===== src/rtl/sigchk_pkg.sv =====
package sigchk_pkg;
  localparam int          SIG_W_DEF = 16;
  localparam logic [15:0] POLY_DEF  = 16'h002D;
  localparam logic [15:0] SEED_DEF  = 16'hACE1;

  typedef struct packed {
    logic finished;
    logic match;
  } verdict_t;
endpackage


===== src/rtl/sigchk_misr.sv =====
module sigchk_misr #(
  parameter int             W    = 16,
  parameter logic [W-1:0]   POLY = 16'h002D,
  parameter logic [W-1:0]   SEED = 16'hACE1
) (
  input  logic         clk,
  input  logic         rst_n,
  input  logic         clear_i,
  input  logic         valid_i,
  input  logic [W-1:0] data_i,
  output logic [W-1:0] sig_o
);
  localparam logic [W-1:0] ZERO = '0;

  logic [W-1:0] sig_q;
  logic [W-1:0] sig_d;
  logic [W-1:0] fb_mask;
  logic         sig_en;

  always_comb begin
    fb_mask = sig_q[W-1] ? POLY : ZERO;
    sig_en  = clear_i | valid_i;
    if (clear_i) sig_d = SEED;
    else         sig_d = {sig_q[W-2:0], 1'b0} ^ fb_mask ^ data_i;
  end

  always_ff @(posedge clk or negedge rst_n) begin
    if (!rst_n)      sig_q <= SEED;
    else if (sig_en) sig_q <= sig_d;
  end

  assign sig_o = sig_q;

  AST_CLEAR_SEED: assert property (@(posedge clk) disable iff (!rst_n)
    clear_i |=> (sig_o == SEED));
  AST_IDLE_HOLD: assert property (@(posedge clk) disable iff (!rst_n)
    (!clear_i && !valid_i) |=> $stable(sig_o));
endmodule


===== src/rtl/sigchk_judge.sv =====
module sigchk_judge
  import sigchk_pkg::*;
#(
  parameter int W = 16
) (
  input  logic         clk,
  input  logic         rst_n,
  input  logic         clear_i,
  input  logic         end_i,
  input  logic [W-1:0] sig_i,
  input  logic [W-1:0] golden_i,
  output logic         done_o,
  output logic         pass_o
);
  verdict_t v_q;
  verdict_t v_d;
  logic     v_en;

  always_comb begin
    v_en = clear_i | (end_i & ~v_q.finished);
    if (clear_i) begin
      v_d.finished = 1'b0;
      v_d.match    = 1'b0;
    end else begin
      v_d.finished = 1'b1;
      v_d.match    = (sig_i == golden_i);
    end
  end

  always_ff @(posedge clk or negedge rst_n) begin
    if (!rst_n)    v_q <= '0;
    else if (v_en) v_q <= v_d;
  end

  assign done_o = v_q.finished;
  assign pass_o = v_q.finished & v_q.match;

  AST_END_SETS_DONE: assert property (@(posedge clk) disable iff (!rst_n)
    (end_i && !clear_i) |=> done_o);
  AST_VERDICT_HELD: assert property (@(posedge clk) disable iff (!rst_n)
    (done_o && !clear_i) |=> (done_o && $stable(pass_o)));
  AST_CLEAR_DROPS: assert property (@(posedge clk) disable iff (!rst_n)
    clear_i |=> (!done_o && !pass_o));
endmodule


===== src/rtl/sig_check_unit.sv =====
module sig_check_unit
  import sigchk_pkg::*;
#(
  parameter int                 SIG_W = SIG_W_DEF,
  parameter logic [SIG_W-1:0]   POLY  = POLY_DEF,
  parameter logic [SIG_W-1:0]   SEED  = SEED_DEF
) (
  input  logic             clk,
  input  logic             rst_n,
  input  logic             clear_i,
  input  logic             resp_valid_i,
  input  logic [SIG_W-1:0] resp_data_i,
  input  logic             end_i,
  input  logic [SIG_W-1:0] golden_i,
  output logic             pass_o,
  output logic             done_o
);
  localparam int SYNC_STAGES = 2;

  logic [SYNC_STAGES-1:0] rst_pipe;
  logic                   rst_int_n;
  logic [SIG_W-1:0]       sig;

  always_ff @(posedge clk or negedge rst_n) begin
    if (!rst_n) rst_pipe <= '0;
    else        rst_pipe <= {rst_pipe[SYNC_STAGES-2:0], 1'b1};
  end
  assign rst_int_n = rst_pipe[SYNC_STAGES-1];

  sigchk_misr #(.W(SIG_W), .POLY(POLY), .SEED(SEED)) u_misr (
    .clk     (clk),
    .rst_n   (rst_int_n),
    .clear_i (clear_i),
    .valid_i (resp_valid_i),
    .data_i  (resp_data_i),
    .sig_o   (sig)
  );

  sigchk_judge #(.W(SIG_W)) u_judge (
    .clk      (clk),
    .rst_n    (rst_int_n),
    .clear_i  (clear_i),
    .end_i    (end_i),
    .sig_i    (sig),
    .golden_i (golden_i),
    .done_o   (done_o),
    .pass_o   (pass_o)
  );

  AST_PASS_NEEDS_DONE: assert property (@(posedge clk) disable iff (!rst_int_n)
    !done_o |-> !pass_o);
  AST_RESET_IDLE: assert property (@(posedge clk)
    !rst_int_n |-> (!done_o && !pass_o));
endmodule


===== config.mk =====
export PLATFORM = sky130hd
export DESIGN_NAME = sig_check_unit
export DESIGN_NICKNAME = d
export VERILOG_FILES = /design/src/rtl/sigchk_pkg.sv /design/src/rtl/sigchk_misr.sv /design/src/rtl/sigchk_judge.sv /design/src/rtl/sig_check_unit.sv
export SDC_FILE = /design/constraint.sdc
export NUM_CORES = 1
export LEC_CHECK = 0
export BUFFER_PORTS_ARGS = -buffer_cell sky130_fd_sc_hd__clkbuf_2
export CORE_MARGIN = 2
export CORE_UTILIZATION = 35
export DETAILED_ROUTE_END_ITERATION = 16
export GPL_TIMING_DRIVEN = 0
export REMOVE_ABC_BUFFERS = 1
export SYNTH_ARGS = -nofsm -noshare
export SYNTH_HDL_FRONTEND = slang
export SYNTH_SLANG_ARGS = --single-unit

===== constraint.sdc =====
create_clock -name clk -period 1 [get_ports clk]
set_input_delay 0.25 -clock clk [delete_from_list [all_inputs] [get_ports clk]]
set_output_delay 0.25 -clock clk [all_outputs]
set_load 0.05 [all_outputs]

==> results of run 1 <==
[metal layers]
metal  vias up  wire length [um]  share of wire
li1        468                 -              -
met1       416              1145           0.47
met2        21              1194           0.49
met3         0                91          0.037
met4         0                 0              0
met5         -                 0              0
[metrics by stage]
stage	utilization	total power (W)	worst slack, ns	hold slack, ns
2_1_floorplan	-	0.001218	-0.3775	-0.04559
3_3_place_gp	0.4382	0.001369	-0.3591	0.03558
3_5_place_dp	0.4382	0.001375	-0.3630	0.03962
4_1_cts	0.5028	0.001895	-0.2936	0.1715
5_1_grt	0.5228	0.002029	-0.3255	0.1622
6_report	0.5228	0.001916	-0.2843	0.1659
[worst register-to-register path: stages (launching register included)]
cell	delay, ns
dfstp_2	0.63
xor2_2	0.16
xnor2_1	0.13
a21oi_1	0.08
or2_4	0.24
[placed cells by master (no fill, tap or decap), types with 2 or more instances in the layout]
cell       n
nor2_1    17
xnor2_2    4
dfrtp_1   12
clkbuf_4   3
mux2i_1    2
nor4_2     2
clkbuf_2  36
a21oi_1    8
buf_4      6
buf_8      2
xor2_1    13
dfstp_2    8
a211oi_1   6
buf_6      6
or2_4      7
xnor2_1   16
[flip-flops by register name, indices dropped and copies added, names as in the netlist]
signal	count
u_judge.done_o	1
u_misr.sig_o	16
u_judge.v_q	1
rst_pipe	2
[cells by family (layout without fill, tap and decap cells)]
group,Yosys count,after routing,synth area share
xor+xnor,35,35,0.2695
flops,20,20,0.4488
simple gates,35,35,0.1518
other cells,1,1,0.003297
compound gates,15,15,0.07920
mux,2,2,0.01760
buf+inv,6,55,0.02970
[worst max path at each step]
| stage | from | endpoint |
|---|---|---|
| finish | u_judge.done_o$_DFFE_PN0P_ | pass_o |
| global route | u_misr.sig_o[15]$_DFFE_PN1P_ | u_misr.sig_o[3]$_DFFE_PN0P_ |
| CTS | u_judge.v_q[0]$_DFFE_PN0P_ | pass_o |
| detailed placement | u_misr.sig_o[15]$_DFFE_PN1P_ | u_misr.sig_o[5]$_DFFE_PN1P_ |
| global placement | u_misr.sig_o[15]$_DFFE_PN1P_ | u_misr.sig_o[5]$_DFFE_PN1P_ |
| floorplan | u_judge.done_o$_DFFE_PN0P_ | pass_o |
[power breakdown]
part / total, W / internal [W] / switching [W]
sequential: 0.000968 / 0.000890 / 0.0000784
clock: 0.000406 / 0.000155 / 0.000251
combinational: 0.000542 / 0.000323 / 0.000219
total: 0.00192 / 0.00137 / 0.000548
[area by class of cell]
cell class / count / area share
multi-input cells: 88 / 0.4254
flip-flops and latches: 20 / 0.3173
clock buffers: 4 / 0.01633
repair buffers: 51 / 0.2068
well taps: 44 / 0.03421
[repair_timing]
action	CTS	global route
setup buffers	9	3
pin swaps	14	12
hold buffers	1	0
gates resized for setup	22	8
endpoints found under the setup margin	13	18
endpoints found under the hold margin	2	0
==> results.sh, run 1 <==
export IMPL_status="complete, but fails checks"
export IMPL_violations="setup timing"
export IMPL_root_buffer="clkbuf_4"
export IMPL_synth_area_top_cells="dfrtp_1, dfstp_2, xnor2_1"
export IMPL_fill_cells=300
export IMPL_slew_headroom=0.5016
export IMPL_finClkSkew_ns=0.02082
export IMPL_grt_busiest_layer="met2"
export IMPL_synth_edf_count=0
export IMPL_fin_setup_tns_ns=-2.223
export IMPL_coreArea_um2=3078
export IMPL_crit_path_top_delay_cell="dfrtp_1"
export IMPL_port_buffers=38
export IMPL_worst_pin_slew_ns=0.7476
export IMPL_gr_total_overflow=0
export IMPL_floorplan_initialDensity=0.3695
export IMPL_multi_input_area_um2=684.4
export IMPL_avgSynthCellArea_um2=9.977
export IMPL_cp_num_buf_inv=1
export IMPL_clock_sinks=20
export IMPL_finalMaxSlewViolations=0
export IMPL_rows=20
export IMPL_hold_violations=0
export IMPL_place_detailed_hpwl_mm=1.644
export IMPL_placed_cells=190
export IMPL_instances_no_fill=207
export IMPL_fin_crit_ns=1.284
export IMPL_via_per_inst=4.372
export IMPL_min_delay_path_class="primary input to flip-flop"
export IMPL_crit_cells=2
export IMPL_grt_pass1_wl_mm=3.939
export IMPL_clock_path_buffers=2
export IMPL_wire_per_inst_um=11.74
export IMPL_numCtsBuffers=3
export IMPL_antenna_found_initial=0
export IMPL_synth_top_area_cell="dfrtp_1"
export IMPL_yosysWarnings=0
export IMPL_drv_cap=0
export IMPL_grtUsageTotal=0.1430
export IMPL_ys_seq_area_frac=0.4488
export IMPL_fp_dieH_um=61.01
export IMPL_ant_nets=0
export IMPL_syn_inst=114
export IMPL_synth_top_cell_area_share=0.2640
export IMPL_p_per_area_nw_per_um2=1191
export IMPL_place_gp_congestion=0.7203
export IMPL_r2r_cells=4
export IMPL_whs_path_depth=3
export IMPL_design_area_um2=1609
export IMPL_htree_levels=1
export IMPL_cts_tree="yes"
export IMPL_r2r_start="u_misr.sig_o[15]$_DFFE_PN1P_"
export IMPL_reg2reg_slack_ns=-0.27
export IMPL_use_met2=0.2473
export IMPL_ys_ff_latch=20
export IMPL_drive_gt1_frac=0.4847
export IMPL_drc=0
export IMPL_die_w_um=61.01
export IMPL_yosysUniqueCellTypes=21
export IMPL_clk_pin_slew_ns=0.13
export IMPL_path_max_fanout=3
export IMPL_peakVddDrop_v=0.0007328
export IMPL_path_cells="and2_4, buf_8"
export IMPL_synth_top_flop_cell="dfrtp_1"
export IMPL_whs_endpoint="u_judge.done_o$_DFFE_PN0P_"
export IMPL_fmax_mhz=778.6
export IMPL_firstDrtPassIters=2
export IMPL_startpoint_type="flip-flop"
export IMPL_grt_pass1_vias=932
export IMPL_finalSetupViolCount=13
export IMPL_met1_usage=0.1882
export IMPL_required_ns=0.75
export IMPL_vias=905
export IMPL_cp_end_kind="output pin"
export IMPL_fin_nets=201
export IMPL_first_iter_violations=11
export IMPL_area_delta_synth_final_pct=41.47
export IMPL_pin_count=39
export IMPL_diodes=0
export IMPL_synth_most_common_cell="xnor2_1"
export IMPL_die_area_um2=3722
export IMPL_fin_crit_sh=1.284
export IMPL_async_flop_share=1.000
export IMPL_register_area_um2=510.5
export IMPL_use_met3=0.03838
export IMPL_r2r_end="u_misr.sig_o[5]$_DFFE_PN1P_"
export IMPL_critPathMaxStageDelay_ns=0.43
export IMPL_p_leak_nw=0.7256
export IMPL_critPathKind="flip-flop to output pin"
export IMPL_rsz0062_at_grt="yes"
export IMPL_postPlaceCellArea_um2=1349
export IMPL_clk_latency_ns=0.31
export IMPL_grt_max_degree=31
export IMPL_path_delay_family="flip-flops"
export IMPL_synth_common_cells="xnor2_1, nor2_1, xor2_1"
export IMPL_fin_ws_ns=-0.2843
export IMPL_critPathArrivalTime_ns=1.03
export IMPL_syn_cell_area_um2=1137
export IMPL_hp_start="end_i"
export IMPL_wl_mm=2.431
(Power assumes the default switching activity.)
==> run 2: changes to the inputs <==
clock period = 1.5 ns   (was 1 ns; I/O delays follow)
==> results.sh, run 2 (synthesis results as in run 1) <==
export IMPL_wire_per_inst_um=11.02
export IMPL_routed_top_layer="met3"
export IMPL_startpoint_type="flip-flop"
export IMPL_final_util=0.4508
export IMPL_drc=0
export IMPL_finalMaxSlewViolations=0
export IMPL_startpoint="u_judge.done_o$_DFFE_PN0P_"
export IMPL_drv_cap=0
export IMPL_r2r_cells=4
export IMPL_drive_gt1_frac=0.3775
export IMPL_floorplan_initialDensity=0.3695
export IMPL_vias=842
export IMPL_critPathArrivalTime_ns=1.07
export IMPL_required_ns=1.12
export IMPL_via_per_inst=4.318
export IMPL_port_buffers=38
export IMPL_gr_total_overflow=0
export IMPL_rows=20
export IMPL_finalSetupViolCount=0
export IMPL_finClkSkew_ns=0.01384
export IMPL_fin_nets=189
export IMPL_clock_sinks=20
export IMPL_firstDrtPassIters=2
export IMPL_holdWs_ns=0.2969
export IMPL_min_delay_path_class="flip-flop to asynchronous set/reset pin"
export IMPL_clk_pin_slew_ns=0.12
export IMPL_antenna_found_initial=0
export IMPL_grt_pass1_vias=848
export IMPL_htree_levels=1
export IMPL_die_area_um2=3722
export IMPL_grt_max_degree=31
export IMPL_reg2reg_slack_ns=0.14
export IMPL_place_gp_congestion=0.7203
export IMPL_fin_crit_sh=0.9667
export IMPL_pin_count=39
export IMPL_clock_path_buffers=2
export IMPL_cp_end_kind="output pin"
export IMPL_layout_common_cells="clkbuf_2, xnor2_1, nor2_1"
export IMPL_grt_pass1_wl_mm=3.525
export IMPL_largest_register_ffs=16
export IMPL_peakVddDrop_v=0.0004514
export IMPL_fin_setup_tns_ns=0
export IMPL_r2r_start="u_misr.sig_o[15]$_DFFE_PN1P_"
export IMPL_p_leak_nw=0.6111
export IMPL_hold_violations=0
export IMPL_status="complete, no violations"
export IMPL_ant_nets=0
export IMPL_critPathKind="flip-flop to output pin"
export IMPL_clk_latency_ns=0.30
export IMPL_fmax_mhz=689.7
export IMPL_postCtsSetupBuffers=0
export IMPL_worst_pin_slew_ns=0.7415
export IMPL_wl_met3_um=104
export IMPL_diodes=0
export IMPL_coreArea_um2=3078
export IMPL_die_w_um=61.01
export IMPL_met1Wirelength_mm=1.043
export IMPL_r2r_end="u_misr.sig_o[5]$_DFFE_PN1P_"
export IMPL_numCtsBuffers=3
export IMPL_path_max_fanout=4
export IMPL_first_iter_violations=8
export IMPL_slew_headroom=0.5056
export IMPL_p_per_area_nw_per_um2=841.8
export IMPL_cts_tree="yes"
export IMPL_fp_dieH_um=61.01
export IMPL_wl_met2_mm=1.000
export IMPL_grtUsageTotal=0.1285
export IMPL_wl_mm=2.148
export IMPL_place_detailed_hpwl_mm=1.644
export IMPL_area_delta_synth_final_pct=22.00
export IMPL_root_buffer="clkbuf_4"
export IMPL_mostFrequentLayoutCell="clkbuf_2"
export IMPL_fin_crit_ns=1.450
run 2: changes by cell type in the layout (fill, tap and decap cells not counted), moves of 2 or more:
cell,delta
buf_4,-6
buf_6,-6
buf_8,-2
nor4_1,+2
nor4_2,-2
or2_2,+7
or2_4,-7
xnor2_1,+5
xnor2_2,-4
run 2: where the power goes:
group / switching (W) / internal (W) / leakage (nW)
Sequential: 0.0000551 / 0.000593 / 0.239
Combinational: 0.000110 / 0.000147 / 0.358
Clock: 0.000160 / 0.000104 / 0.0150
Total: 0.000325 / 0.000843 / 0.611
run 2: repair_timing:
action	in CTS	in global routing
setup endpoints to repair	0	1
hold endpoints to repair	2	0
hold buffers	1	0
resized for setup	0	2
run 2: through the flow:
stage          worst slack, ns  cell area (um2)   power, W  std cells
2_1_floorplan        -0.002453             1104  0.0008119        108
3_5_place_dp            0.1326             1349  0.0009165        190
6_report               0.05000             1388   0.001168        195
5_1_grt              -0.006177             1388   0.001246        195
3_3_place_gp            0.1409             1349  0.0009126        190
4_1_cts                0.01373             1385   0.001191        195
run 2: worst max-delay path by stage:
stage                                  end  slack, ns  cells past startpoint
2_1_floorplan                       pass_o     -0.002                      1
3_3_place_gp   u_misr.sig_o[5]$_DFFE_PN1P_       0.14                      4
3_5_place_dp    u_judge.v_q[0]$_DFFE_PN0P_       0.13                      5
4_1_cts                             pass_o       0.01                      2
5_1_grt                             pass_o     -0.006                      2
6_report                            pass_o       0.05                      2
run 2: layout make-up:
class,instances,area [um2]
Clock buffer,4,26.28
Fill cell,326,1690
Multi-Input combinational cell,88,593.1
Sequential cell,20,510.5
Tap cell,44,55.05
Timing Repair Buffer,39,202.7
run 2: metal layers:
layer,up-vias,GRT usage
met5,-,0
met2,23,0.2120
met4,0,0.009317
li1,444,-
met1,375,0.1750
met3,0,0.03838
run 2: critical path, cell delays in order (launching register included):
cell and delay (ns):
dfrtp_1 0.41, and2_1 0.16, clkbuf_4 0.20
